`config.mk`:
```
export PLATFORM = sky130hd
export DESIGN_NAME = dpr_ctrl
export DESIGN_NICKNAME = d
export VERILOG_FILES = /design/src/rtl/dpr_pkg.sv /design/src/rtl/dpr_draw.sv /design/src/rtl/dpr_therm_fix.sv /design/src/rtl/dpr_ctrl.sv
export SDC_FILE = /design/constraint.sdc
export NUM_CORES = 1
export LEC_CHECK = 0
export BUFFER_PORTS_ARGS = -buffer_cell sky130_fd_sc_hd__buf_4
export CORE_MARGIN = 2
export CORE_UTILIZATION = 40
export CTS_CLUSTER_SIZE = 40
export DETAILED_ROUTE_END_ITERATION = 8
export GPL_TIMING_DRIVEN = 0
export PLACE_DENSITY = 0.77
export SKIP_LAST_GASP = 1
export SYNTH_ARGS = -nofsm -noshare
export SYNTH_HDL_FRONTEND = slang
export SYNTH_SLANG_ARGS = --single-unit
```
`constraint.sdc`:
```
create_clock -name clk -period 2.1 [get_ports clk]
set_input_delay 0.105 -clock clk [delete_from_list [all_inputs] [get_ports clk]]
set_output_delay 0.105 -clock clk [all_outputs]
set_load 0.05 [all_outputs]
```
`src/rtl/dpr_pkg.sv`:
```
package dpr_pkg;
  localparam int LFSR_W   = 23;
  localparam int TAP_HI   = 22;
  localparam int TAP_LO   = 17;
  localparam int SEL_W    = 3;
  localparam int N_LEVELS = 5;
  localparam int SEL_MID  = 2;

  typedef logic [LFSR_W-1:0] lfsr_t;
  typedef logic [SEL_W-1:0]  sel_t;

  localparam lfsr_t SEED_DEFAULT = 23'h01ACE5;

  // one shift of the maximal-length generator
  function automatic lfsr_t lfsr_step(lfsr_t s);
    return {s[LFSR_W-2:0], s[TAP_HI] ^ s[TAP_LO]};
  endfunction

  // a zero seed would lock the generator
  function automatic lfsr_t seed_fix(lfsr_t s);
    return (s == '0) ? SEED_DEFAULT : s;
  endfunction

  function automatic logic sel_legal(sel_t v);
    return v < SEL_W'(N_LEVELS);
  endfunction
endpackage

```
`src/rtl/dpr_draw.sv`:
```
module dpr_draw
  import dpr_pkg::*;
#(
  parameter int MAX_DRAWS = 8
) (
  input  lfsr_t state_i,
  output lfsr_t state_o,
  output sel_t  sel_o,
  output logic  swap_o,
  output logic  fallback_o
);
  localparam int TOTAL = 3 * MAX_DRAWS + 1;

  lfsr_t chain [TOTAL+1];
  sel_t  cand  [MAX_DRAWS];
  logic [MAX_DRAWS-1:0] ok;

  assign chain[0] = state_i;

  generate
    for (genvar i = 1; i <= TOTAL; i++) begin : g_shift
      assign chain[i] = lfsr_step(chain[i-1]);
    end
    for (genvar k = 0; k < MAX_DRAWS; k++) begin : g_try
      assign cand[k] = chain[3*(k+1)][SEL_W-1:0];
      assign ok[k]   = sel_legal(cand[k]);
    end
  endgenerate

  // first legal attempt wins: scan from the last one down
  always_comb begin
    sel_o = '0;
    for (int k = MAX_DRAWS - 1; k >= 0; k--) begin
      if (ok[k]) sel_o = cand[k];
    end
  end

  assign fallback_o = ~|ok;
  assign swap_o     = chain[TOTAL][0];
  assign state_o    = chain[TOTAL];
endmodule

```
`src/rtl/dpr_therm_fix.sv`:
```
module dpr_therm_fix #(
  parameter int W = 32
) (
  input  logic         clk,
  input  logic         rst_n,
  input  logic         swap_i,
  input  logic [W-1:0] raw_i,
  output logic [W-1:0] fix_o
);
  logic [W-1:0] raw_rev;

  generate
    for (genvar i = 0; i < W; i++) begin : g_rev
      assign raw_rev[i] = raw_i[W-1-i];
    end
  endgenerate

  always_ff @(posedge clk) begin
    if (!rst_n) fix_o <= '0;
    else        fix_o <= swap_i ? ~raw_rev : raw_i;
  end

  AST_THERM_WEIGHT: assert property (@(posedge clk) disable iff (!rst_n)
    swap_i |=> $countones(fix_o) == W - $countones($past(raw_i)));
endmodule

```
`src/rtl/dpr_ctrl.sv`:
```
module dpr_ctrl
  import dpr_pkg::*;
#(
  parameter int THERM_W   = 32,
  parameter int MAX_DRAWS = 8
) (
  input  logic               clk,
  input  logic               rst_n,
  input  logic               conv_strobe,
  input  logic [22:0]        seed_i,
  input  logic [THERM_W-1:0] therm_raw_i,
  output logic [2:0]         thr_sel_o,
  output logic               swap_o,
  output logic [THERM_W-1:0] therm_fix_o
);
  lfsr_t lfsr_q;
  sel_t  sel_q;
  logic  swap_q;

  lfsr_t draw_next;
  sel_t  draw_sel;
  logic  draw_swap;
  logic  draw_fallback;

  dpr_draw #(.MAX_DRAWS(MAX_DRAWS)) u_draw (
    .state_i   (lfsr_q),
    .state_o   (draw_next),
    .sel_o     (draw_sel),
    .swap_o    (draw_swap),
    .fallback_o(draw_fallback)
  );

  always_ff @(posedge clk) begin
    if (!rst_n) begin
      lfsr_q <= seed_fix(seed_i);
      sel_q  <= SEL_W'(SEL_MID);
      swap_q <= 1'b0;
    end else if (conv_strobe) begin
      lfsr_q <= draw_next;
      sel_q  <= draw_sel;
      swap_q <= draw_swap;
    end
  end

  dpr_therm_fix #(.W(THERM_W)) u_fix (
    .clk   (clk),
    .rst_n (rst_n),
    .swap_i(swap_q),
    .raw_i (therm_raw_i),
    .fix_o (therm_fix_o)
  );

  assign thr_sel_o = sel_q;
  assign swap_o    = swap_q;

  AST_STATE_NONZERO: assert property (@(posedge clk) disable iff (!rst_n)
    lfsr_q != '0);
  AST_SEL_LEGAL: assert property (@(posedge clk) disable iff (!rst_n)
    sel_q < SEL_W'(N_LEVELS));
  AST_HOLD_IDLE: assert property (@(posedge clk) disable iff (!rst_n)
    !conv_strobe |=> $stable(sel_q) && $stable(swap_q) && $stable(lfsr_q));
  AST_ADVANCE: assert property (@(posedge clk) disable iff (!rst_n)
    conv_strobe |=> lfsr_q != $past(lfsr_q));
  AST_FALLBACK_ZERO: assert property (@(posedge clk) disable iff (!rst_n)
    conv_strobe && draw_fallback |=> sel_q == '0);
endmodule

```
# [After elaboration in Yosys (flattened, before gate mapping)]
# Index checks and enable logic that the tools add are counted.
[word_totals] elab_cells=52 register_bits=59 out_inout_bits=36 inputBits=58
[op_classes] reduce_logical=1 order_cmp=8 bitwise=26 n_eq_ne=1 muxes=12
[ops] operator="$mux 23" n=3
[ops] operator="$mux 32" n=1
[ops] operator="$not 32->32" n=1
[ops] operator="$xor 1x1->1" n=25
[ops] operator="$lt 3x3->1 const B" n=8
[ops] operator="$mux 3" n=8
[ops] operator="$logic_not 23->1" n=1
[ops] operator="$ne 2x1->1 const B" n=1

# [Logic depth before layout (Yosys ltp)]
[logic_depth] ltp_word=11 ltp_mapped=6

# [Hierarchy]
# Synthesis repeated with hierarchy kept, for this count alone.
[hier_totals] hier_cells=288 area_unflattened_um2=3193.1
[modules_own_cells] module="dpr_therm_fix" seq_area_each_um2=640.6 area_per_inst_um2=1292.5 n_inst=1 cells_per_inst=122
[modules_own_cells] module="dpr_ctrl" seq_area_each_um2=770.7 area_per_inst_um2=1247.4 n_inst=1 cells_per_inst=81
[modules_own_cells] module="dpr_draw" seq_area_each_um2=0.0 area_per_inst_um2=653.1 n_inst=1 cells_per_inst=85

# [Least setup slack after synthesis]
# Ideal clock, no wire load.
[synth_timing] path_kind="register to register" from="register swap_q, in the netlist swap_o" to="register u_fix.fix_o[10]" required_ps=1962 setup_slack_ps=308 path_stages_with_launch=5 arrival_ps=1654 synth_period_minus_slack_ps=1792 n_path_buf=3 path_cell_list="dfxtp_1 -> clkbuf_1 -> buf_1 -> clkbuf_1 -> a211oi_1"
[synth_between] elab_chain_len=1
[synth_rtl] element="start: declaration" line_no="dpr_ctrl.sv:18" source="logic swap_q;"
[synth_rtl] element="start signal: assignment" line_no="dpr_ctrl.sv:41" source="swap_q <= draw_swap;"
[synth_rtl] element="$mux 32" line_no="dpr_therm_fix.sv:20" source="else fix_o <= swap_i ? ~raw_rev : raw_i;"
[synth_rtl] element="end signal: assignment" line_no="dpr_therm_fix.sv:20"
[synth_rtl] element="end: declaration" line_no="dpr_therm_fix.sv:8" source="output logic [W-1:0] fix_o"
# No other way between the ends.
# A chain may end at the register's enable or synchronous reset.

# [Worst setup path in the final report]
[layout_timing] from="register lfsr_q[17]" to="register sel_q[2], in the netlist thr_sel_o[2]"
[layout_between] elab_chain_len=11 elab_cells_between_ends=16
[layout_rtl] element="start: declaration" line_no="dpr_ctrl.sv:16" source="lfsr_t lfsr_q;"
[layout_rtl] element="start signal: assignment" line_no="dpr_ctrl.sv:35" source="lfsr_q <= seed_fix(seed_i);"
[layout_rtl] element="start signal: assignment" line_no="dpr_ctrl.sv:39" source="lfsr_q <= draw_next;"
[layout_rtl] element="$xor 1x1->1 (2 in a row)" line_no="dpr_pkg.sv:16" source="return {s[LFSR_W-2:0], s[TAP_HI] ^ s[TAP_LO]};"
[layout_rtl] element="$lt 3x3->1" line_no="dpr_pkg.sv:25" source="return v < SEL_W'(N_LEVELS);"
[layout_rtl] element="$mux 3 (7 in a row)" line_no="dpr_draw.sv:34" source="if (ok[k]) sel_o = cand[k];"
[layout_rtl] element="$mux 3 *" line_no="dpr_draw.sv:34"
[layout_rtl] element="end signal: assignment" line_no="dpr_ctrl.sv:36" source="sel_q <= SEL_W'(SEL_MID);"
[layout_rtl] element="end signal: assignment" line_no="dpr_ctrl.sv:40" source="sel_q <= draw_sel;"
[layout_rtl] element="end: declaration" line_no="dpr_ctrl.sv:17" source="sel_t sel_q;"
# Mark *: on every way between the ends. The rest lies on a longest branch, timed or not.

==> run summary <==
The run finished with clean final reports. STA classifies the critical path endpoint as a flop. The design draws 4.04 mW. Power share of the clock group: 26.2%. The number of antenna violations at the first check in global routing was 0; the highest attainable clock frequency was 502 MHz. For the number of clock sinks, the log shows 59. The kind of critical path is flop to flop. On the final layout, the worst clock skew is 7.40 ps.

The sequential cells in the finished layout cover a total of 1410 µm². Of all nets on the critical path, the largest fanout is 5. The count of endpoints failing setup in the final report was 0. Endpoint of the worst hold-timing path: u_fix.fix_o[9].

The die outline height came out at 89.6 µm. The logs give 8020 µm² for the full die area and 24 for the largest net degree at the start of global routing. The count of cells resized by post-cts repair was 0; the switching power was 1.53 mW. The worst-case IR drop observed on VDD is 0.000551 V. The logs give 1.79 nW for the leakage power and 12900 µm for the first-pass GRT wire length. The floorplan step set the die width to 89.6 µm.

The clock insertion delay at the later pin of the skew report is 340 ps. The run gives 37.2% as the sequential fraction of design power. The share of flip-flops with an asynchronous set or reset was 0%. For the final-report max-slew violation count, the log shows 0. Of the total power, combinational logic draws 36.7%.

In this run the register-to-register setup slack is 110 ps. The worst path uses 94.9% of the clock period. In this run the remaining antenna-violating nets after routing total 0. At the worst endpoint, the required time is 2300 ps.

At the placement stage, the worst setup path has a slack of 178 ps. The worst flop-to-flop path endpoint was thr_sel_o[2]. The clock-pin slew reported for the worst setup and hold paths after clock tree synthesis is 80 ps. Slowest stage cell on the critical path: edfxtp_1. The tools report the type of element launching the critical path as a flop. The total instance count after detailed placement is 503.

Setup repair after global routing left no endpoint under its margin. Along the worst hold path, the cell count comes to 3. The layout has 618 filler cells.

The core region is 7180 µm². Synthesis produced a netlist whose cell count is 311. In the final layout, the share of cells above drive strength 1 is 26.5%. The run gives 40.8% as the initial core utilization. The logs give 9 for the total clock buffers created by CTS and 3 for the count of H-tree levels built during CTS. Excluding fillers, the count of instances in the completed layout stands at 536. The tree is rooted in a clkbuf_8. The final core utilization was 57.4%; the total negative slack for setup checks was 0 ps.

Highest cell delay on the worst timing path: 520 ps. The number of nets handed over by synthesis was 369. The number of I/O port buffers works out to 93. The arrival time at the worst endpoint is 2190 ps, and the transition time at the pin with the least slew margin is 926 ps. After the last flow step, the layout net total stands at 490. The number of synthesized register bits was 59; the global-route total usage across every layer was 21.1%. From synthesis to final layout, the design area changed by 40.6%. TritonCTS built the clock tree. After legalization and detailed placement, the total HPWL measured 6110 µm. In this run the tightest slew margin relative to its limit is 38.2%. In this run the most critical hold path is launched from therm_raw_i[9].

Once routing completed, OpenROAD measured the worst setup slack at 107 ps. Type of the most critical hold path: input port to flop. The flip-flop cell with the highest count after synthesis was dfxtp_1. The final routed wirelength across all metal layers came out at 8560 µm.

The post-synthesis cell area is 2930 µm². After global routing the overflow that remains totals 0. The number of distinct library cells after synthesis was 39; the routability-driven placement congestion ratio was 0.923.

Number of synthesized flops with an enable pin: 23. The tools report the final number of hold-violating endpoints as 0. The number of antenna diodes in the final layout is 0. The first detailed-routing pass took 7 iterations.

The final route contains 2803 vias. 94 I/O pins were placed. The tools report the maximum buffer depth of the clock tree as 2. Using the TritonRoute via totals, the vias-per-cell ratio works out to 5.23.

For this block, the initial DRC count from the detailed router was 308. Across the run, the number of max-cap violations was 0. A synthesized cell averages 9.42 µm². Of the synthesized area, sequential elements account for 48.2%. Walking the worst path, the cells encountered are xor2_2 > xnor2_1 > o22ai_1 > a211oi_1 > o41ai_2. For this design the ratio of total power to cell area is 981 nW/µm². The total number of yosys warnings is 0, and the cell depth of the worst flop-to-flop path is 5. The count of standard-cell rows is 31, and the multi-input logic area is 1380 µm².

For the via count of the first global-routing pass, the log shows 2603. The switching share of total power came out at 38.0%. The detail-routed net length per standard cell came out at 16.0 µm.

In the routed design, unresolved DRC markers number 0. The internal power of the cells totals 2.51 mW. The tools report the origin of the critical flop-to-flop path as lfsr_q[17]. The final period demand of the worst path was 1990 ps.
-- stage by stage --
step                      hold slack [ps]  area (µm²)
after floorplan                       201        2930
after global placement                297        3750
after detailed placement              301        3750
after CTS                            29.1        4120
after global routing                 37.5        4120
final                                39.6        4120
-- how the worst max path moves through the flow --
stage | cells past startpoint | end | from | slack [ps]
2_1_floorplan | 4 | u_fix.fix_o[10] | swap_o | 310
3_3_place_gp | 5 | thr_sel_o[2] | lfsr_q[17] | 170
3_5_place_dp | 5 | thr_sel_o[2] | lfsr_q[17] | 180
4_1_cts | 5 | thr_sel_o[2] | lfsr_q[17] | 160
5_1_grt | 5 | thr_sel_o[2] | lfsr_q[17] | 20
6_report | 5 | thr_sel_o[2] | lfsr_q[17] | 110
-- what timing repair did --
action | CTS | global route
buffers inserted | 0 | 0
endpoints found under the hold margin | 20 | 0
hold buffers | 17 | 0
-- synthesized netlist by cell type (5+ instances only) --
cell,instances,area share (%)
nor3_1,9,1.5
dfxtp_1,36,25
edfxtp_1,23,24
inv_1,20,2.6
nand2_1,12,1.5
nor4_1,5,1.1
o21ai_0,12,2.1
a21oi_1,24,4.1
clkbuf_1,12,1.5
nor2_1,62,7.9
a211oi_1,19,4.9
xnor2_1,12,3.6
xor2_1,14,4.2
mux2i_1,17,5.8
-- layer usage --
metal / vias up / part of all wire, % / GRT usage, %
met5: - / 0 / 0
met4: 0 / 1.5 / 6.92
met3: 16 / 5.9 / 4.30
met2: 112 / 50 / 34.6
met1: 1348 / 43 / 27.9
li1: 1327 / - / -
-- final cells by class --
cell class                 count  share of cell area (%)
buffer                        17                    1.64
clock buffer                   9                    3.01
clock inverter                 7                    1.79
inverter                      20                    1.82
multi-input combinational    215                    33.4
sequential                    59                    34.3
tap                           99                    3.01
timing repair buffer         110                    21.1
-- placed cells by master, fill, tap and decap left out, types with 3 or more instances in the layout --
cell,instances
nor2_1,62
a211oi_1,19
clkbuf_8,9
edfxtp_1,23
xor2_1,14
dlygate4sd3_1,17
mux2i_1,17
xnor3_1,3
xnor2_1,12
nand2_1,12
buf_4,93
a21oi_1,24
nor4_1,5
o21ai_0,12
inv_1,20
nor3_1,9
nand2b_1,3
dfxtp_1,36
clkbuf_1,12
-- cells by family (layout without fill, tap and decap cells) --
family	Yosys count	count (layout)	synth area share, %
DFF	59	59	48.2
xor gates and xnor gates	31	31	11.4
AOI/OAI and AO/OA	71	71	15.8
and+or+nand+nor	95	95	13.5
buffers and inverters	37	163	4.87
muxes	18	18	6.19
-- flip-flops by register name, indices dropped and copies added, names as in the netlist --
signal       flops
thr_sel_o        3
lfsr_q          23
u_fix.fix_o     32
swap_o           1
-- critical path, delay by kind of cell (launching register included) --
kind           cells  cell delay (ps)
XOR/XNOR           2              660
flip-flops         1              520
AO/OA/AOI/OAI      3              680
-- power by group through the flow --
stage                     sequential (mW)  combinational (mW)  clock (mW)
after floorplan                      1.75               0.755           0
after global placement               1.52                1.40           0
after detailed placement             1.53                1.42           0
after CTS                            1.50                1.46        1.06
after global routing                 1.52                1.59        1.11
final                                1.50                1.48        1.06
(Power assumes the default switching activity.)
